==> config.mk <==
export PLATFORM = sky130hd
export DESIGN_NAME = uart_rx_wb
export DESIGN_NICKNAME = d
export VERILOG_FILES = /design/src/rtl/uart_rx_pkg.sv /design/src/rtl/rx_sync_chain.sv /design/src/rtl/rx_tick_gen.sv /design/src/rtl/rx_deser.sv /design/src/rtl/rx_wb_regs.sv /design/src/rtl/uart_rx_wb.sv
export SDC_FILE = /design/constraint.sdc
export NUM_CORES = 1
export LEC_CHECK = 0
export BUFFER_PORTS_ARGS = -buffer_cell sky130_fd_sc_hd__buf_2
export CAP_MARGIN = 20
export CORE_MARGIN = 10
export CORE_UTILIZATION = 60
export CTS_BUF_LIST = sky130_fd_sc_hd__clkbuf_4
export DETAILED_ROUTE_END_ITERATION = 16
export GPL_ROUTABILITY_DRIVEN = 0
export PLACE_DENSITY_LB_ADDON = 0.15
export SLEW_MARGIN = 20
export SYNTH_ARGS = -nofsm -noshare
export SYNTH_HDL_FRONTEND = slang
export SYNTH_SLANG_ARGS = --single-unit
==> constraint.sdc <==
create_clock -name clk -period 3.3 [get_ports clk]
set_clock_uncertainty 0.2 [all_clocks]
set_input_delay 0.66 -clock clk [delete_from_list [all_inputs] [get_ports clk]]
set_output_delay 0.66 -clock clk [all_outputs]
set_load 0.02 [all_outputs]
==> src/rtl/uart_rx_pkg.sv <==
package uart_rx_pkg;
  typedef enum logic [1:0] {
    RX_IDLE  = 2'd0,
    RX_START = 2'd1,
    RX_DATA  = 2'd2,
    RX_STOP  = 2'd3
  } rx_state_e;

  localparam int STS_READY = 0;
  localparam int STS_OVR   = 1;
  localparam int STS_FERR  = 2;

  localparam logic [1:0] ADR_DATA   = 2'd0;
  localparam logic [1:0] ADR_STATUS = 2'd1;
endpackage

==> src/rtl/rx_sync_chain.sv <==
module rx_sync_chain #(
  parameter int   STAGES    = 2,
  parameter logic RESET_VAL = 1'b0
) (
  input  logic clk,
  input  logic rst,
  input  logic din,
  output logic dout
);
  logic [STAGES-1:0] chain;

  generate
    if (STAGES == 1) begin : g_one
      always_ff @(posedge clk) begin
        if (rst) chain <= RESET_VAL;
        else     chain <= din;
      end
    end else begin : g_many
      always_ff @(posedge clk) begin
        if (rst) chain <= {STAGES{RESET_VAL}};
        else     chain <= {chain[STAGES-2:0], din};
      end
    end
  endgenerate

  assign dout = chain[STAGES-1];
endmodule

==> src/rtl/rx_tick_gen.sv <==
module rx_tick_gen #(
  parameter int DIV_W = 8
) (
  input  logic             clk,
  input  logic             rst,
  input  logic             baud_clk,
  input  logic [DIV_W-1:0] div,
  output logic             tick
);
  logic             bclk_s;
  logic             bclk_prev;
  logic             bclk_rise;
  logic [DIV_W-1:0] cnt;
  logic [DIV_W-1:0] limit;

  rx_sync_chain #(.STAGES(2), .RESET_VAL(1'b0)) u_bsync (
    .clk (clk),
    .rst (rst),
    .din (baud_clk),
    .dout(bclk_s)
  );

  always_ff @(posedge clk) begin
    if (rst) bclk_prev <= 1'b0;
    else     bclk_prev <= bclk_s;
  end

  assign bclk_rise = bclk_s & ~bclk_prev;
  assign limit     = (div == '0) ? DIV_W'(1) : div;

  always_ff @(posedge clk) begin
    if (rst) begin
      cnt  <= '0;
      tick <= 1'b0;
    end else begin
      tick <= 1'b0;
      if (bclk_rise) begin
        if (cnt >= limit - DIV_W'(1)) begin
          cnt  <= '0;
          tick <= 1'b1;
        end else begin
          cnt <= cnt + DIV_W'(1);
        end
      end
    end
  end
endmodule

==> src/rtl/rx_deser.sv <==
module rx_deser
  import uart_rx_pkg::*;
#(
  parameter int DATA_BITS  = 8,
  parameter int OVERSAMPLE = 4
) (
  input  logic                 clk,
  input  logic                 rst,
  input  logic                 tick,
  input  logic                 rxd,
  output logic                 done,
  output logic [DATA_BITS-1:0] data,
  output logic                 ferr
);
  localparam int CW = (OVERSAMPLE > 2) ? $clog2(OVERSAMPLE) : 1;
  localparam int BW = (DATA_BITS > 2) ? $clog2(DATA_BITS) : 1;
  localparam logic [CW-1:0] LAST_TICK = CW'(OVERSAMPLE - 1);
  localparam logic [CW-1:0] HALF_TICK = CW'(OVERSAMPLE / 2 - 1);
  localparam logic [BW-1:0] LAST_BIT  = BW'(DATA_BITS - 1);

  rx_state_e            state;
  logic [CW-1:0]        tcnt;
  logic [BW-1:0]        bidx;
  logic [DATA_BITS-1:0] shreg;
  logic                 rx_s;

  rx_sync_chain #(.STAGES(2), .RESET_VAL(1'b1)) u_rsync (
    .clk (clk),
    .rst (rst),
    .din (rxd),
    .dout(rx_s)
  );

  always_ff @(posedge clk) begin
    if (rst) begin
      state <= RX_IDLE;
      tcnt  <= '0;
      bidx  <= '0;
      shreg <= '0;
      done  <= 1'b0;
      data  <= '0;
      ferr  <= 1'b0;
    end else begin
      done <= 1'b0;
      if (tick) begin
        unique case (state)
          RX_IDLE: begin
            if (!rx_s) begin
              state <= RX_START;
              tcnt  <= '0;
            end
          end
          RX_START: begin
            if (tcnt == HALF_TICK) begin
              tcnt <= '0;
              bidx <= '0;
              state <= rx_s ? RX_IDLE : RX_DATA;
            end else begin
              tcnt <= tcnt + CW'(1);
            end
          end
          RX_DATA: begin
            if (tcnt == LAST_TICK) begin
              tcnt  <= '0;
              shreg <= {rx_s, shreg[DATA_BITS-1:1]};
              if (bidx == LAST_BIT) state <= RX_STOP;
              else                  bidx  <= bidx + BW'(1);
            end else begin
              tcnt <= tcnt + CW'(1);
            end
          end
          RX_STOP: begin
            if (tcnt == LAST_TICK) begin
              tcnt  <= '0;
              done  <= 1'b1;
              data  <= shreg;
              ferr  <= ~rx_s;
              state <= RX_IDLE;
            end else begin
              tcnt <= tcnt + CW'(1);
            end
          end
          default: state <= RX_IDLE;
        endcase
      end
    end
  end
endmodule

==> src/rtl/rx_wb_regs.sv <==
module rx_wb_regs
  import uart_rx_pkg::*;
#(
  parameter int DATA_W = 8
) (
  input  logic              clk,
  input  logic              rst,
  input  logic              stb,
  input  logic              we,
  input  logic [1:0]        adr,
  input  logic              rx_done,
  input  logic [DATA_W-1:0] rx_data,
  input  logic              rx_ferr,
  output logic [DATA_W-1:0] dat_o,
  output logic              ack,
  output logic              irq,
  output logic              sts_ovr
);
  logic              ack_q;
  logic              rd_fire;
  logic              rd_data;
  logic              rd_status;
  logic              ready;
  logic              ferr_q;
  logic [DATA_W-1:0] data_q;
  logic [DATA_W-1:0] status;
  logic [DATA_W-1:0] rdata;

  assign rd_fire   = stb & ~ack_q & ~we;
  assign rd_data   = rd_fire && (adr == ADR_DATA);
  assign rd_status = rd_fire && (adr == ADR_STATUS);

  always_comb begin
    status            = '0;
    status[STS_READY] = ready;
    status[STS_OVR]   = sts_ovr;
    status[STS_FERR]  = ferr_q;
  end

  always_ff @(posedge clk) begin
    if (rst) begin
      ack_q   <= 1'b0;
      rdata   <= '0;
      ready   <= 1'b0;
      sts_ovr <= 1'b0;
      ferr_q  <= 1'b0;
      data_q  <= '0;
    end else begin
      ack_q <= stb & ~ack_q;
      if (rd_fire) begin
        unique case (adr)
          ADR_DATA:   rdata <= data_q;
          ADR_STATUS: rdata <= status;
          default:    rdata <= '0;
        endcase
      end
      if (rx_done)      ready <= 1'b1;
      else if (rd_data) ready <= 1'b0;
      if (rx_done && ready && !rd_data) sts_ovr <= 1'b1;
      else if (rd_status)               sts_ovr <= 1'b0;
      if (rx_done) begin
        ferr_q <= rx_ferr;
        data_q <= rx_data;
      end
    end
  end

  assign ack   = ack_q & stb;
  assign dat_o = rdata;
  assign irq   = ready;
endmodule

==> src/rtl/uart_rx_wb.sv <==
module uart_rx_wb #(
  parameter int DATA_W     = 8,
  parameter int DIV_W      = 8,
  parameter int OVERSAMPLE = 4
) (
  input  logic              clk,
  input  logic              rst,
  input  logic              wb_stb,
  input  logic              wb_we,
  input  logic [1:0]        wb_adr,
  input  logic [DATA_W-1:0] wb_dat_i,
  output logic [DATA_W-1:0] wb_dat_o,
  output logic              wb_ack,
  input  logic              baud_clk,
  input  logic [DIV_W-1:0]  baud_div,
  input  logic              rxd,
  output logic              rx_irq
);
  logic              tick;
  logic              rx_done;
  logic [DATA_W-1:0] rx_data;
  logic              rx_ferr;
  logic              sts_ovr;
  logic              wdat_unused;

  assign wdat_unused = ^wb_dat_i;

  rx_tick_gen #(.DIV_W(DIV_W)) u_tick (
    .clk     (clk),
    .rst     (rst),
    .baud_clk(baud_clk),
    .div     (baud_div),
    .tick    (tick)
  );

  rx_deser #(.DATA_BITS(DATA_W), .OVERSAMPLE(OVERSAMPLE)) u_deser (
    .clk (clk),
    .rst (rst),
    .tick(tick),
    .rxd (rxd),
    .done(rx_done),
    .data(rx_data),
    .ferr(rx_ferr)
  );

  rx_wb_regs #(.DATA_W(DATA_W)) u_regs (
    .clk    (clk),
    .rst    (rst),
    .stb    (wb_stb),
    .we     (wb_we),
    .adr    (wb_adr),
    .rx_done(rx_done),
    .rx_data(rx_data),
    .rx_ferr(rx_ferr),
    .dat_o  (wb_dat_o),
    .ack    (wb_ack),
    .irq    (rx_irq),
    .sts_ovr(sts_ovr)
  );
endmodule

==> metrics <==
crit start category=input pin; # diodes=0; CTS root buf=clkbuf_4; Synth cell types=51; deepest clock path buffer count=2; post-CTS setup buffer count=0; area of the core=4350 µm²; CP most frequent cell=ha_1; area share of the largest cell type after synthesis=43.8%; global-route wire length before repair=8260 µm; register bit total from synthesis=slightly below 60; Synth Net Count=339; Lkg Pwr=1.15 nW; Buf/Inv on CP=1; dominant cell type by area after synthesis=dfxtp_1; post-DR wirelength/cell=12.5 µm; Placement Rows=24; maximum clock rate=between 300 and 400 MHz; Ports=34; Die ar.=7570 µm²; final worst setup slack=0.303 ns; GRT Max-Usage Layer=met2; RSZ-0062 raised after global routing=no; H-tree depth=3; worst-case vdd ir drop=0.349 mV; Die W=between 80 and 90 µm; Place WS=-0.113 ns; period utilization=90.8%; Via density=around 5.5; largest net degree at the start of global routing=38; register area share after synthesis=a little over two fifths; Final Critical Period=about 3 ns; GRT Overall Usage=13.2%; CP Capture Type=register; slowest CP cell=o31ai_4; outcome=complete, no violations; CP cell instances=buf_2, or3_4, nor3_1, a21oi_1, ha_1, nor3b_1, xnor2_1, ha_1, nand4b_1, o31ai_4, nor2b_1; Die Ht=87.0 µm; DRT Pass-1 Iters=4; Worst-path clk slew=0.09 ns; DRT iter0 DRCs=70; clk sinks=59; hold-fix buffers at CTS=0; Mapped Cells=300; critical path class=input pin to register; Fin. Hold Viols=0; Syn Std Cell Area=2700 µm²; Post-Place Cell Area=2850 µm²; largest family of logic cells by synthesized area=simple AND/OR/NAND/NOR gates; Initial Util=between 60% and 70%; vias in the first global route=about 2000; met2 GRT Util=21.7%; number of max-cap violations=0; fraction of synthesized area in multiplexers=5.94%; Post-Synth Simple-Gate Area=a little under a quarter; critical path arrival=3.12 ns; Residual DRC=0; Buffers on Ports=25; reg-to-reg slack, setup=about 1.4 ns; compound-cell area share of the yosys netlist=13.0%; Primary FF master, synth=dfxtp_1; Hold/Removal Path Class=register to register; max-slew violations=0; CTS resizes=0; relative slew slack=52.1%; CP max FO=9; Total Power=1.27 mW; Post-synth EDFFs=0; CP required=3.42 ns; final instance area=2980 µm²; met3 Use GR=3.46%; Num CTS Buffers=9; initial antenna violation count=0; Synth area leaders=dfxtp_1 44%, ha_1 7.0%, nand2_1 6.1%; PwrDens=426 nW/µm²; post-detail-place hpwl=about 3500 µm; Synth Area in XOR/XNOR=3.25%; CP peak stage delay=roughly 0.50 ns; Syn Area/Cell=8.98 µm²; fraction of registers with async set/reset=0%; Vias=2110; Skew-Pair Late Insertion Delay=between 0.3 and 0.4 ns; met1 Use GR=around 15%; GRT overflow=0; NumNets Final=roughly 370; layout cell share with drive strength beyond 1=around 18%; Final setup viols=0; Area Overhead vs Synth=10.7%; crit-path leading delay family=simple AND/OR/NAND/NOR gates; CTS tree=yes; Synth Area in Adders=under 10%; remaining antenna violation count=0; overall routed net length=4810 µm; Slew @ Worst Pin=0.718 ns; Synth Warn #=0
[cell usage after synthesis, types with 2 or more instances]
library cell,count
a211oi_1,2
nor2b_1,5
or2_2,2
ha_1,15
nor3_1,17
mux2i_1,16
o21ai_0,3
buf_6,2
a21oi_1,32
o2111ai_1,2
nand4_1,3
dfxtp_1,59
nor3b_1,4
and2b_1,2
nor2_1,24
xor2_1,3
nand3_1,8
nand2b_1,2
nand2_1,44
clkbuf_1,6
or3b_4,2
buf_2,6
xnor2_1,7
inv_1,7
[through the flow]
| step | instances | util, % | hold slack, ns | setup TNS [ns] |
|---|---|---|---|---|
| 6_report | 384 | 68.5 | 0.219 | 0 |
| 5_1_grt | 384 | 68.5 | 0.233 | 0 |
| 4_1_cts | 384 | 68.5 | 0.224 | 0 |
| 3_5_place_dp | 368 | 65.5 | 0.202 | -0.916 |
| 3_3_place_gp | 368 | 65.5 | 0.196 | -0.656 |
| 2_1_floorplan | 300 | - | 0.189 | 0 |
[sequential cells by signal, indices dropped and copies added, names as in the netlist, 2 cells and up, named ones only]
name and cells:
u_regs.data_q 8, u_deser.u_rsync.chain 2, u_deser.shreg 8, u_deser.tcnt 2, u_tick.cnt 8, u_tick.u_bsync.chain 2, u_deser.bidx 3, u_deser.data 8
u_regs.dat_o 8
[final cells by class]
class | count | area, µm²
Multi-Input combinational cell | 218 | 1400
Fill cell | 375 | 1370
Sequential cell | 59 | 1180
Timing Repair Buffer | 32 | 178
Clock buffer | 10 | 75.1
Tap cell | 52 | 65.1
Clock inverter | 6 | 56.3
Inverter | 7 | 26.3
[logic make-up (layout without fill, tap and decap cells)]
kind of cell             count (synthesis)  count (layout)
AND/OR/NAND/NOR                        124             124
flip-flops                              59              59
XOR/XNOR                                10              10
adder cells (fa/ha/maj)                 15              15
buffers and inverters                   23              55
AO/OA/AOI/OAI                           53              53
multiplexers                            16              16
[final timing paths]
check | from | endpoint | cells past startpoint
max | baud_div[3] | u_tick.tick | 11
min | u_deser.u_rsync.chain[0] | u_deser.u_rsync.chain[1] | 1
max reg2reg | u_tick.cnt[0] | u_tick.tick | 6
min reg2reg | u_deser.u_rsync.chain[0] | u_deser.u_rsync.chain[1] | 1
[worst reg2reg max path, stage by stage (launching register included)]
cell	delay [ns]
dfxtp_1	0.44
inv_1	0.07
ha_1	0.27
nand2b_1	0.11
a31oi_2	0.11
o31ai_4	0.44
nor2b_1	0.18
[cells in the final DEF, fill, tap and decap left out, types with 2 or more instances in the layout]
master     instances
dfxtp_1           59
nand2_1           44
a21oi_1           32
buf_2             25
nor2_1            24
nor3_1            17
mux2i_1           16
ha_1              15
clkbuf_4          10
nand3_1            8
inv_1              7
xnor2_1            7
buf_4              7
nor2b_1            5
nor3b_1            4
nand4_1            3
o21ai_0            3
xor2_1             3
clkinv_2           3
and2b_1            2
or2_2              2
o2111ai_1          2
or3b_4             2
nand2b_1           2
a211oi_1           2
[layer usage]
layer | wire length (µm) | up-vias
met5 | 0 | -
met4 | 90 | 0
met3 | 213 | 10
met2 | 2270 | 29
met1 | 2240 | 963
li1 | - | 1108
[where the power goes]
group | internal [mW] | switching [mW]
combinational | 0.0292 | 0.0387
sequential | 0.716 | 0.00390
clock | 0.233 | 0.251
No activity file was read; power rests on OpenSTA's default activity.
